===== src/rtl/nvsr_pkg.sv =====
// Shared types for the store/recall controller.
package nvsr_pkg;

    // Controller phase: idle, SRAM clear, array-to-SRAM load, SRAM-to-array save.
    typedef enum logic [1:0] {
        PH_IDLE  = 2'd0,
        PH_CLEAR = 2'd1,
        PH_LOAD  = 2'd2,
        PH_SAVE  = 2'd3
    } phase_t;

endpackage


===== src/rtl/nvsr_req.sv =====
// Request latch: holds the pending recall and its type (power or software),
// and the dirty flag. Assumes a recall is never taken while the supply is
// below the reset threshold.
module nvsr_req (
    input  logic clk,
    input  logic rst_n,
    input  logic vcc_above_reset,
    input  logic sw_recall_req,
    input  logic wr_accept,
    input  logic recall_take,
    input  logic op_done,
    output logic rcl_pend,
    output logic rcl_pwr,
    output logic dirty
);

    // Pending recall: reset and brown-out latch the power type; software adds its own.
    always_ff @(posedge clk) begin
        if (!rst_n) begin
            rcl_pend <= 1'b1;
            rcl_pwr  <= 1'b1;
        end else if (!vcc_above_reset) begin
            rcl_pend <= 1'b1;
            rcl_pwr  <= 1'b1;
        end else if (recall_take) begin
            rcl_pend <= 1'b0;
        end else if (sw_recall_req) begin
            rcl_pend <= 1'b1;
            rcl_pwr  <= rcl_pend ? rcl_pwr : 1'b0;
        end
    end

    // Dirty flag: set by an accepted write, cleared when a transfer completes.
    always_ff @(posedge clk) begin
        if (!rst_n) begin
            dirty <= 1'b0;
        end else if (op_done) begin
            dirty <= 1'b0;
        end else if (wr_accept) begin
            dirty <= 1'b1;
        end
    end

endmodule


===== src/rtl/nvsr_timer.sv =====
// Phase interval counter. A start pulse loads a new length and restarts the
// count at zero. While run is high the count advances, and last is high in
// the final cycle. Assumes len >= 1.
module nvsr_timer #(
    parameter int CW = 6
) (
    input  logic          clk,
    input  logic          rst_n,
    input  logic          start,
    input  logic          run,
    input  logic [CW-1:0] len,
    output logic [CW-1:0] cnt,
    output logic          last
);

    logic [CW-1:0] len_r;

    assign last = run && (cnt == (len_r - CW'(1)));

    // Count register: load on start, advance while running, park at zero otherwise.
    always_ff @(posedge clk) begin
        if (!rst_n) begin
            cnt   <= '0;
            len_r <= '0;
        end else if (start) begin
            cnt   <= '0;
            len_r <= len;
        end else if (run && !last) begin
            cnt <= cnt + CW'(1);
        end else begin
            cnt <= '0;
        end
    end

endmodule


===== src/rtl/nvsr_fsm.sv =====
// Phase sequencer. In idle it picks the next operation in priority order:
// power-fail store, then pending recall, then software store. It then steps
// through the phases using the timer's last flag.
module nvsr_fsm
    import nvsr_pkg::*;
#(
    parameter int CW          = 6,
    parameter int CLEAR_CYC   = 18,
    parameter int RECALL_CYC  = 20,
    parameter int RESTORE_CYC = 32,
    parameter int STORE_CYC   = 24
) (
    input  logic          clk,
    input  logic          rst_n,
    input  logic          vcc_above_switch,
    input  logic          pwr_fail,
    input  logic          sw_store_req,
    input  logic          rcl_pend,
    input  logic          rcl_pwr,
    input  logic          dirty,
    input  logic          t_last,
    output phase_t        phase,
    output logic          t_start,
    output logic [CW-1:0] t_len,
    output logic          recall_take,
    output logic          op_done
);

    phase_t phase_nx;
    logic   load_pwr;
    logic   load_pwr_nx;

    // Next-phase decision and timer load.
    always_comb begin
        phase_nx    = phase;
        load_pwr_nx = load_pwr;
        t_start     = 1'b0;
        t_len       = CW'(STORE_CYC);
        recall_take = 1'b0;
        op_done     = 1'b0;
        case (phase)
            PH_IDLE: begin
                if (pwr_fail && dirty) begin
                    phase_nx = PH_SAVE;
                    t_start  = 1'b1;
                    t_len    = CW'(STORE_CYC);
                end else if (rcl_pend && vcc_above_switch && !pwr_fail) begin
                    phase_nx    = PH_CLEAR;
                    t_start     = 1'b1;
                    t_len       = CW'(CLEAR_CYC);
                    recall_take = 1'b1;
                    load_pwr_nx = rcl_pwr;
                end else if (sw_store_req && vcc_above_switch) begin
                    phase_nx = PH_SAVE;
                    t_start  = 1'b1;
                    t_len    = CW'(STORE_CYC);
                end
            end
            PH_CLEAR: begin
                if (t_last) begin
                    phase_nx = PH_LOAD;
                    t_start  = 1'b1;
                    t_len    = load_pwr ? CW'(RESTORE_CYC) : CW'(RECALL_CYC);
                end
            end
            PH_LOAD, PH_SAVE: begin
                if (t_last) begin
                    phase_nx = PH_IDLE;
                    op_done  = 1'b1;
                end
            end
            default: phase_nx = PH_IDLE;
        endcase
    end

    // Phase and recall-type registers.
    always_ff @(posedge clk) begin
        if (!rst_n) begin
            phase    <= PH_IDLE;
            load_pwr <= 1'b0;
        end else begin
            phase    <= phase_nx;
            load_pwr <= load_pwr_nx;
        end
    end

endmodule


===== src/rtl/nvsr_ctrl.sv =====
// Store/recall power controller top. It ties together the request latch, the
// phase sequencer and the interval timer, and decodes the per-word transfer
// enables. The upper RTC_WORDS addresses are never enabled. Assumes every
// phase length is at least 2^AW cycles, and that the supply flags are
// synchronous to clk.
module nvsr_ctrl
    import nvsr_pkg::*;
#(
    parameter int AW          = 4,
    parameter int RTC_WORDS   = 2,
    parameter int CLEAR_CYC   = 18,
    parameter int RECALL_CYC  = 20,
    parameter int RESTORE_CYC = 32,
    parameter int STORE_CYC   = 24
) (
    input  logic          clk,
    input  logic          rst_n,
    input  logic          vcc_above_reset,
    input  logic          vcc_above_switch,
    input  logic          pwr_fail,
    input  logic          sw_store_req,
    input  logic          sw_recall_req,
    input  logic          wr_strobe,
    output logic          busy,
    output logic          wr_inhibit,
    output logic          sram_clear_en,
    output logic          nv_to_sram_en,
    output logic          sram_to_nv_en,
    output logic [AW-1:0] xfer_addr
);

    localparam int WORDS      = 1 << AW;
    localparam int DATA_WORDS = WORDS - RTC_WORDS;
    localparam int MAX_A      = (CLEAR_CYC > RECALL_CYC) ? CLEAR_CYC : RECALL_CYC;
    localparam int MAX_B      = (RESTORE_CYC > STORE_CYC) ? RESTORE_CYC : STORE_CYC;
    localparam int MAXLEN     = (MAX_A > MAX_B) ? MAX_A : MAX_B;
    localparam int CW         = $clog2(MAXLEN + 1);

    phase_t        phase;
    logic          t_start;
    logic          t_last;
    logic [CW-1:0] t_len;
    logic [CW-1:0] t_cnt;
    logic          recall_take;
    logic          op_done;
    logic          rcl_pend;
    logic          rcl_pwr;
    logic          dirty;
    logic          in_data;

    assign busy       = (phase != PH_IDLE);
    assign wr_inhibit = busy || !vcc_above_switch;

    nvsr_req u_req (
        .clk             (clk),
        .rst_n           (rst_n),
        .vcc_above_reset (vcc_above_reset),
        .sw_recall_req   (sw_recall_req),
        .wr_accept       (wr_strobe && !wr_inhibit),
        .recall_take     (recall_take),
        .op_done         (op_done),
        .rcl_pend        (rcl_pend),
        .rcl_pwr         (rcl_pwr),
        .dirty           (dirty)
    );

    nvsr_fsm #(
        .CW          (CW),
        .CLEAR_CYC   (CLEAR_CYC),
        .RECALL_CYC  (RECALL_CYC),
        .RESTORE_CYC (RESTORE_CYC),
        .STORE_CYC   (STORE_CYC)
    ) u_fsm (
        .clk              (clk),
        .rst_n            (rst_n),
        .vcc_above_switch (vcc_above_switch),
        .pwr_fail         (pwr_fail),
        .sw_store_req     (sw_store_req),
        .rcl_pend         (rcl_pend),
        .rcl_pwr          (rcl_pwr),
        .dirty            (dirty),
        .t_last           (t_last),
        .phase            (phase),
        .t_start          (t_start),
        .t_len            (t_len),
        .recall_take      (recall_take),
        .op_done          (op_done)
    );

    nvsr_timer #(
        .CW (CW)
    ) u_timer (
        .clk   (clk),
        .rst_n (rst_n),
        .start (t_start),
        .run   (busy),
        .len   (t_len),
        .cnt   (t_cnt),
        .last  (t_last)
    );

    // Word sweep: the step count is the address; clock words at the top are masked.
    assign in_data       = (t_cnt < CW'(DATA_WORDS));
    assign xfer_addr     = t_cnt[AW-1:0];
    assign sram_clear_en = (phase == PH_CLEAR) && in_data;
    assign nv_to_sram_en = (phase == PH_LOAD)  && in_data;
    assign sram_to_nv_en = (phase == PH_SAVE)  && in_data;

endmodule


===== config.mk =====
export PLATFORM = sky130hd
export DESIGN_NAME = nvsr_ctrl
export DESIGN_NICKNAME = d
export VERILOG_FILES = /design/src/rtl/nvsr_pkg.sv /design/src/rtl/nvsr_req.sv /design/src/rtl/nvsr_timer.sv /design/src/rtl/nvsr_fsm.sv /design/src/rtl/nvsr_ctrl.sv
export SDC_FILE = /design/constraint.sdc
export NUM_CORES = 1
export LEC_CHECK = 0
export BUFFER_PORTS_ARGS = -buffer_cell sky130_fd_sc_hd__buf_2
export CAP_MARGIN = 20
export CORE_MARGIN = 3
export CORE_UTILIZATION = 55
export DETAILED_ROUTE_END_ITERATION = 16
export PLACE_DENSITY = 0.76
export SLEW_MARGIN = 20
export SYNTH_ARGS = -nofsm -noshare
export SYNTH_HDL_FRONTEND = slang
export SYNTH_SLANG_ARGS = --single-unit

===== constraint.sdc =====
create_clock -name clk -period 4 [get_ports clk]
set_clock_uncertainty 0.1 [all_clocks]
set_input_delay 0.4 -clock clk [delete_from_list [all_inputs] [get_ports clk]]
set_output_delay 0.4 -clock clk [all_outputs]
set_load 0.02 [all_outputs]

# [Yosys cells after proc, flatten, opt, wreduce, memory -nomap -nowiden]
# Index checks and enable logic that the tools add are counted.
[classes] bitwise=5 magnitude_cmp=1 n_eq_ne=7 reduce_logical=25 add_sub_neg=2 muxes=22
[op_table] operator="6-bit two-way mux" count=3
[op_table] operator="6-bit one-hot mux with 2 select lines" count=1
[op_table] operator="1-bit logical AND" count=10
[op_table] operator="1-bit two-way mux" count=10
[op_table] operator="2-bit two-way mux" count=5
[op_table] operator="3-bit AND reduction" count=3
[op_table] operator="6-bit by 1-bit adder with 6-bit output (second input constant)" count=1
[op_table] operator="6-bit == test" count=1
[op_table] operator="6-bit by 4-bit < comparator with 1-bit output (second input constant)" count=1
[op_table] operator="2-bit one-hot mux with 3 select lines" count=1
[op_table] operator="6-bit by 1-bit subtractor with 6-bit output (second input constant)" count=1
[op_table] operator="1-bit NOT" count=5
[op_table] operator="2-bit == test (second input constant)" count=2
[op_table] operator="1-bit logical NOT" count=4
[op_table] operator="4-bit two-way mux" count=1
[op_table] operator="2-bit by 1-bit inequality test with 1-bit output (second input constant)" count=2
[op_table] operator="4-bit by 1-bit inequality test with 1-bit output (second input constant)" count=1
[op_table] operator="2-bit nonzero test" count=2
[op_table] operator="2-bit OR reduction" count=2
[op_table] operator="3-bit OR reduction" count=1
[op_table] operator="2-bit by 1-bit == test with 1-bit output (second input constant)" count=1
[op_table] operator="2-bit logical NOT" count=1
[op_table] operator="1-bit one-hot mux with 2 select lines" count=1
[op_table] operator="2-bit AND reduction" count=1
[op_table] operator="1-bit logical OR" count=1
[totals] ff_bits=18 elab_cells=69 inputBits=8 output_inout_bits=9

# [Longest topological paths before layout]
# Gate-level depths: netlist (run 1).
[depth] word_depth=7 mapped_depth=6 mapped_depth_nobuf=6

# [Modules after synthesis]
# A second synthesis (run 1) with hierarchy kept.
[unflattened] hier_cells=113 area_unflattened_um2=1034.7
[modules_own_cells] module="nvsr_timer" area_each_um2=639.4 cells_per_inst=64 seq_area_each_um2=240.2 n_inst=1
[modules_own_cells] module="nvsr_fsm" area_each_um2=220.2 cells_per_inst=30 seq_area_each_um2=60.1 n_inst=1
[modules_own_cells] module="nvsr_req" area_each_um2=111.4 cells_per_inst=10 seq_area_each_um2=60.1 n_inst=1
[modules_own_cells] module="nvsr_ctrl" area_each_um2=63.8 cells_per_inst=9 seq_area_each_um2=0.0 n_inst=1

# [Least setup slack after synthesis (run 1)]
# Ideal clock, no wire load.
[synth_path] path_type="register to register" from="reg u_timer.len_r[1]" to="reg u_fsm.phase[1]" required_time_ns=3.781 path_slack_ns=2.013 path_buffers=0 t_arrival_ns=1.769 setup_time_ns=0.119 synth_period_minus_slack_ns=1.987 stages_incl_launch_ff=7 path_cell_list="dfxtp_1 > inv_1 > ha_1 > xor2_2 > nand3_2 > or4_1 > o221a_1"
[synth_between] elab_chain_len=5 elab_cells_between_ends=6 cone_classes="add/sub: 1; eq/ne: 3; reduce/logical: 2"
[synth_lines] element="start, declared" line="nvsr_timer.sv:16" text="logic [CW-1:0] len_r;"
[synth_lines] element="start signal, assigned" line="nvsr_timer.sv:27" text="len_r <= len;"
[synth_lines] element="6-bit by 1-bit subtractor with 6-bit output (*)" line="nvsr_timer.sv:18" text="assign last = run && (cnt == (len_r - CW'(1)));"
[synth_lines] element="6-bit == test (*)" line="nvsr_timer.sv:18"
[synth_lines] element="1-bit logical AND (*)" line="nvsr_timer.sv:18"
[synth_lines] element="2-bit by 1-bit inequality test with 1-bit output (no line)"
[synth_lines] element="3-bit AND reduction (no line) (*)"
[synth_lines] element="end signal, assigned" line="nvsr_fsm.sv:82" text="phase <= phase_nx;"
[synth_lines] element="end, declared" line="nvsr_fsm.sv:22" text="output phase_t phase,"
# Every way passes the cells marked *; elsewhere a longest branch is shown, timed or not.
# A chain may end at the register's enable or synchronous reset.

# [Final worst setup path (run 1)]
# Ends and elaborated chain as after synthesis.

==> flow_summary.json, run 1 <==
{
  "antenna_left": 0,
  "setup_tns_ns": 0,
  "synth_area_leaders": "dfxtp_1, xnor2_1, nand3_1",
  "p_per_area_nw_per_um2": 399,
  "pre_cts_slack_ns": 1.91,
  "routedWlPerCell_um": 13.7,
  "ios": 17,
  "drt-initial-drc-count": 20,
  "layout_setup_ws_ns": 1.89,
  "root_buffer": "clkbuf_4",
  "grt_pass1_vias": 731,
  "rsz0062_at_grt": "false",
  "rr_startpoint": "u_timer.len_r[1]$_SDFFE_PN0P_",
  "ys_ff_latch": 17,
  "hold_viol": 0,
  "wirelength_um": 1860,
  "firstDrtPassIters": 4,
  "vias": 779,
  "die_y_um": 46.9,
  "cts_tree": "built",
  "syn_area_um2": 918,
  "synthesis.nets": 116,
  "placementRows": 14,
  "grt_pass1_wl_um": 3110,
  "worstMarginPinSlew_ns": 0.635,
  "numCtsBuffers": 3,
  "initial_core_util": 0.596,
  "cts_htree_levels": 1,
  "yosys.area.top_type_share": 0.371,
  "cp-end-kind": "register",
  "yosysSeqAreaShare": 0.371,
  "setup_viol": 0,
  "diodes": 0,
  "period_share": 0.526,
  "grt_overflow_total": 0,
  "gp_congestion": 0.804,
  "synth_top_area_cell": "dfxtp_1",
  "synth.most_common_cell": "dfxtp_1",
  "peakVddDrop_uv": 236,
  "ys_warn_count": 0,
  "nets": 131,
  "synthArstFlopShare": 0,
  "grt_antenna_before_repair": 0,
  "cts_setup_buffers": 0,
  "hold_path_class": "input pin to register",
  "rr_worst_depth": 6,
  "cts.sinks": 17,
  "ys.flop_type": "dfxtp_1",
  "cp-start-kind": "register",
  "cts_hold_buf": 0,
  "grt_usage": 0.197,
  "design_area_um2": 1010,
  "rrSetupSlack_ns": 1.89,
  "clock_latency_ns": 0.29,
  "synth_cell_types": 34,
  "path_class": "register to register",
  "synth_edf_count": 0,
  "max-clock-path-buffers": 2,
  "drc_errors": 0,
  "placement.cell_area_um2": 981,
  "drive_gt1_frac": 0.192,
  "slew_viol_final": 0,
  "synth_area_per_cell_um2": 8.66,
  "cap_violations": 0,
  "leakagePower_nw": 0.425,
  "die_area_um2": 2200,
  "yosys-top-cells-count": "dfxtp_1, nor2_1, nand3_1",
  "finalPower_uw": 402,
  "cp-endpoint": "u_fsm.phase[1]$_SDFFE_PN0P_",
  "layout_min_cycle_time_ns": 2.11,
  "nFillCells": 130,
  "chipWidth_um": 46.9,
  "vias_per_cell": 5.73,
  "clk_pin_slew_worst_paths_ns": 0.10,
  "critPathLaunch": "u_timer.len_r[1]$_SDFFE_PN0P_",
  "r2r_end": "u_fsm.phase[1]$_SDFFE_PN0P_",
  "arrival_ns": 2.20,
  "postCtsResizedCells": 0,
  "path_max_fanout": 4,
  "area_delta_synth_final_pct": 9.67,
  "detailed_place_hpwl_um": 1430,
  "critPathRequiredTime_ns": 4.09,
  "outcome": "finished clean",
  "maxSlewHeadroom": 0.571,
  "fp.coreArea_um2": 1540,
  "io_buffers": 16,
  "grt_max_degree": 12,
  "max_freq_ghz": 0.475,
  "synthCells": 106
}
cell type report:
class | count | area (um^2) | area share
clock buffers | 4 | 26.3 | 0.0261
inverters | 7 | 26.3 | 0.0261
multi-input cells | 76 | 514 | 0.511
flip-flops and latches | 17 | 340 | 0.338
well taps | 16 | 20.0 | 0.0199
repair buffers | 16 | 80.1 | 0.0795
layout by cell type, fill, tap and decap left out, drive strengths merged:
cell type / synthesis / routed
and3b: 2 / 2
a211oi: 1 / 1
o21a: 1 / 1
o221a: 1 / 1
nand4b: 1 / 1
o41ai: 1 / 1
nor2: 12 / 12
xor2: 4 / 4
a22o: 1 / 1
o21ai: 5 / 5
mux2i: 2 / 2
clkbuf: 2 / 4
inv: 7 / 7
o211a: 1 / 1
a31oi: 1 / 1
nand3: 11 / 11
ha: 2 / 2
o22ai: 3 / 3
or4: 2 / 2
dfxtp: 17 / 17
nand4: 3 / 3
a21o: 1 / 1
xnor2: 8 / 8
and3: 1 / 1
nor3: 2 / 2
nor2b: 1 / 1
nor4: 3 / 3
nand2: 3 / 3
buf: 4 / 16
nor3b: 1 / 1
nand2b: 2 / 2
power by group:
group / switching [mW] / internal (mW)
logic: 0.0682 / 0.0422
clock network: 0.0523 / 0.0388
registers: 0.0185 / 0.182
total: 0.139 / 0.263
stage by stage:
stage / util / hold slack [ns] / instances
after detailed placement: 0.636 / 0.389 / 132
final: 0.653 / 0.201 / 136
after global placement: 0.636 / 0.373 / 132
after CTS: 0.653 / 0.200 / 136
after floorplan: - / 0.353 / 106
after global routing: 0.653 / 0.208 / 136
flip-flops by register name, indices dropped and copies added (netlist names):
name            cells
u_timer.cnt         6
u_timer.len_r       5
u_fsm.phase         2
u_fsm.load_pwr      1
u_req.dirty         1
u_req.rcl_pend      1
u_req.rcl_pwr       1
logic make-up after synthesis:
kind of cell	synth area share
compound gates	0.121
buf+inv	0.0695
simple gates	0.267
mux	0.0218
flops	0.371
xor+xnor	0.123
fa+ha+maj	0.0272
worst min-delay path by stage:
stage / end / from / depth (start not counted) / slack [ns]
floorplan: u_fsm.load_pwr$_SDFFE_PN0P_ / u_req.rcl_pwr$_SDFFE_PN1P_ / 2 / 0.35
CTS: u_req.rcl_pend$_SDFFE_PN1P_ / vcc_above_reset / 2 / 0.20
finish: u_req.rcl_pend$_SDFFE_PN1P_ / vcc_above_reset / 2 / 0.20
global route: u_req.rcl_pend$_SDFFE_PN1P_ / vcc_above_reset / 2 / 0.21
detailed placement: u_timer.len_r[5]$_SDFFE_PN0P_ / u_timer.len_r[5]$_SDFFE_PN0P_ / 2 / 0.39
global placement: u_fsm.load_pwr$_SDFFE_PN0P_ / u_req.rcl_pwr$_SDFFE_PN1P_ / 2 / 0.37
routing by layer:
layer  GRT usage  up-vias  part of all wire
met3      0.0575        5             0.061
met2       0.317       23              0.46
met4      0.0773        0             0.016
met1       0.248      346              0.47
li1            -      405                 -
met5           0        -                 0
critical path, cell delays in order, from the launching register on:
cell,delay [ns]
dfxtp_1,0.39
inv_1,0.06
ha_1,0.33
xor2_2,0.21
nand3_2,0.12
or4_1,0.55
o221a_1,0.25
(Power assumes the default switching activity.)
==> run 2: changes to the inputs <==
--- a/config.mk
+++ b/config.mk
@@ -8,9 +8,9 @@
 export BUFFER_PORTS_ARGS = -buffer_cell sky130_fd_sc_hd__buf_2
 export CAP_MARGIN = 20
 export CORE_MARGIN = 3
-export CORE_UTILIZATION = 55
+export CORE_UTILIZATION = 48
 export DETAILED_ROUTE_END_ITERATION = 16
-export PLACE_DENSITY = 0.76
+export PLACE_DENSITY = 0.7
 export SLEW_MARGIN = 20
 export SYNTH_ARGS = -nofsm -noshare
 export SYNTH_HDL_FRONTEND = slang
==> constraint.sdc (replaced) <==
create_clock -name clk -period 1.8 [get_ports clk]
set_clock_uncertainty 0.1 [all_clocks]
set_input_delay 0.18 -clock clk [delete_from_list [all_inputs] [get_ports clk]]
set_output_delay 0.18 -clock clk [all_outputs]
set_load 0.02 [all_outputs]
==> flow_summary.json, run 2 (synthesis results as in run 1) <==
{
  "grt_max_degree": 12,
  "peakVddDrop_uv": 596,
  "p_int_uw": 704,
  "top_register": "u_timer.cnt",
  "die_y_um": 49.7,
  "path_max_fanout": 5,
  "min_from": "sw_recall_req",
  "finalPower_mw": 1.11,
  "max-clock-path-buffers": 2,
  "wirelength_um": 2510,
  "max_freq_ghz": 0.517,
  "largest_reg_flops": 6,
  "vias": 907,
  "setup_viol": 11,
  "rr_startpoint": "u_timer.len_r[2]$_SDFFE_PN0P_",
  "hold_viol": 0,
  "cts_htree_levels": 1,
  "final_cell_mix": "buf_4, buf_2, dfxtp_1",
  "switchingPower_uw": 410,
  "leakagePower_nw": 0.584,
  "cp-endpoint": "u_timer.len_r[2]$_SDFFE_PN0P_",
  "die_area_um2": 2470,
  "firstDrtPassIters": 4,
  "cts.sinks": 17,
  "grt_pass1_wl_um": 3730,
  "p_comb_frac": 0.395,
  "violations": "setup timing",
  "area_delta_synth_final_pct": 45.5,
  "seqPwrFrac": 0.405,
  "clk_pin_slew_worst_paths_ns": 0.11,
  "root_buffer": "clkbuf_4",
  "arrival_ns": 2.06,
  "maxSlewHeadroom": 0.731,
  "r2r_end": "u_timer.len_r[2]$_SDFFE_PN0P_",
  "largestRegisters": "u_timer.cnt: 6 flops, u_timer.len_r: 5 flops, u_fsm.phase: 2 flops",
  "diodes": 0,
  "period_share": 1.07,
  "netSwitchingFraction": 0.368,
  "critPathRequiredTime_ns": 1.93,
  "initial_core_util": 0.521,
  "detailed_place_hpwl_um": 1690,
  "grt_overflow_total": 0,
  "cts_tree": "built",
  "ios": 17,
  "antenna_left": 0,
  "grt_usage": 0.199,
  "chipWidth_um": 49.7,
  "layout_min_cycle_time_ns": 1.93,
  "routedWlPerCell_um": 15.0,
  "grt_antenna_before_repair": 0,
  "rr_worst_depth": 8,
  "placementRows": 15,
  "nets": 154,
  "outcome": "finished, violations left",
  "clkPwrFrac": 0.200,
  "drt-initial-drc-count": 7,
  "rrSetupSlack_ns": -0.13,
  "hold_path_class": "input pin to register",
  "layout_setup_ws_ns": -0.134,
  "gp_congestion": 0.883,
  "mostFrequentLayoutCell": "buf_4",
  "path_class": "register to register",
  "cp-end-kind": "register",
  "numCtsBuffers": 3,
  "critPathLaunch": "u_timer.len_r[2]$_SDFFE_PN0P_",
  "worstMarginPinSlew_ns": 0.401,
  "io_buffers": 16,
  "drc_errors": 0,
  "cap_violations": 0,
  "fp.coreArea_um2": 1760,
  "rsz0062_at_grt": "true",
  "p_per_area_nw_per_um2": 834,
  "cp-start-kind": "register",
  "grt_pass1_vias": 853,
  "drive_gt1_frac": 0.462,
  "clock_latency_ns": 0.31,
  "vias_per_cell": 5.40,
  "final_core_util": 0.757,
  "slew_viol_final": 0
}
[run 2: cell count changes in the layout (fill, tap and decap cells not counted), sizes merged]
cell / previous run / this run
clkbuf: 4 / 3
dlygate4sd3: 0 / 1
buf: 16 / 38
clkinv: 0 / 1
[run 2: worst min-delay path by stage]
stage / cells after the start / slack, ns / end
final: 3 / 0.01 / u_req.rcl_pend$_SDFFE_PN1P_
after global routing: 3 / 0.02 / u_req.rcl_pend$_SDFFE_PN1P_
after CTS: 3 / 0.03 / u_req.rcl_pend$_SDFFE_PN1P_
after detailed placement: 2 / 0.29 / u_req.rcl_pend$_SDFFE_PN1P_
after global placement: 2 / 0.28 / u_req.rcl_pend$_SDFFE_PN1P_
after floorplan: 1 / 0.17 / u_req.rcl_pend$_SDFFE_PN1P_
[run 2: final cells by class]
cell class              instances  area [um^2]
well taps                      25         31.3
fillers                       144          428
flip-flops and latches         17          343
repair buffers                 39          259
clock inverters                 1         5.00
multi-input cells              76          649
clock buffers                   3         22.5
inverters                       7         26.3
[run 2: routing by layer]
layer  part of all wire  track usage
met5                  0            0
met4              0.015       0.0691
met3              0.037       0.0725
met2               0.50        0.324
met1               0.45        0.240
[run 2: timing repair]
item,in CTS,in global routing
endpoints found under the setup margin,10,13
gates resized for setup,5,14
hold endpoints to repair,1,0
pin swaps,1,5
buffers inserted,4,2
hold buffers,1,0
[run 2: power by group through the flow]
stage | clock network, mW | logic, mW | registers [mW]
floorplan | 0 | 0.216 | 0.441
global placement | 0 | 0.314 | 0.455
detailed placement | 0 | 0.324 | 0.457
CTS | 0.216 | 0.360 | 0.448
global route | 0.246 | 0.469 | 0.455
finish | 0.223 | 0.440 | 0.451
[run 2: per-stage QoR]
stage	cell area [um^2]	TNS [ns]	hold slack, ns	setup WS [ns]	instances
2_1_floorplan	951	-0.0409	0.166	-0.0409	106
3_3_place_gp	1140	-0.139	0.283	-0.0311	157
3_5_place_dp	1140	-0.390	0.287	-0.0698	157
4_1_cts	1240	-0.307	0.0311	-0.0570	166
5_1_grt	1340	-1.80	0.0244	-0.253	168
6_report	1340	-0.795	0.0146	-0.134	168
[run 2: worst max-delay path: stages, from the launching register on]
cell,delay (ns)
dfxtp_2,0.34
inv_2,0.06
ha_4,0.14
nor3b_4,0.23
xnor2_2,0.15
buf_4,0.18
nor4_4,0.27
buf_4,0.19
mux2i_1,0.20
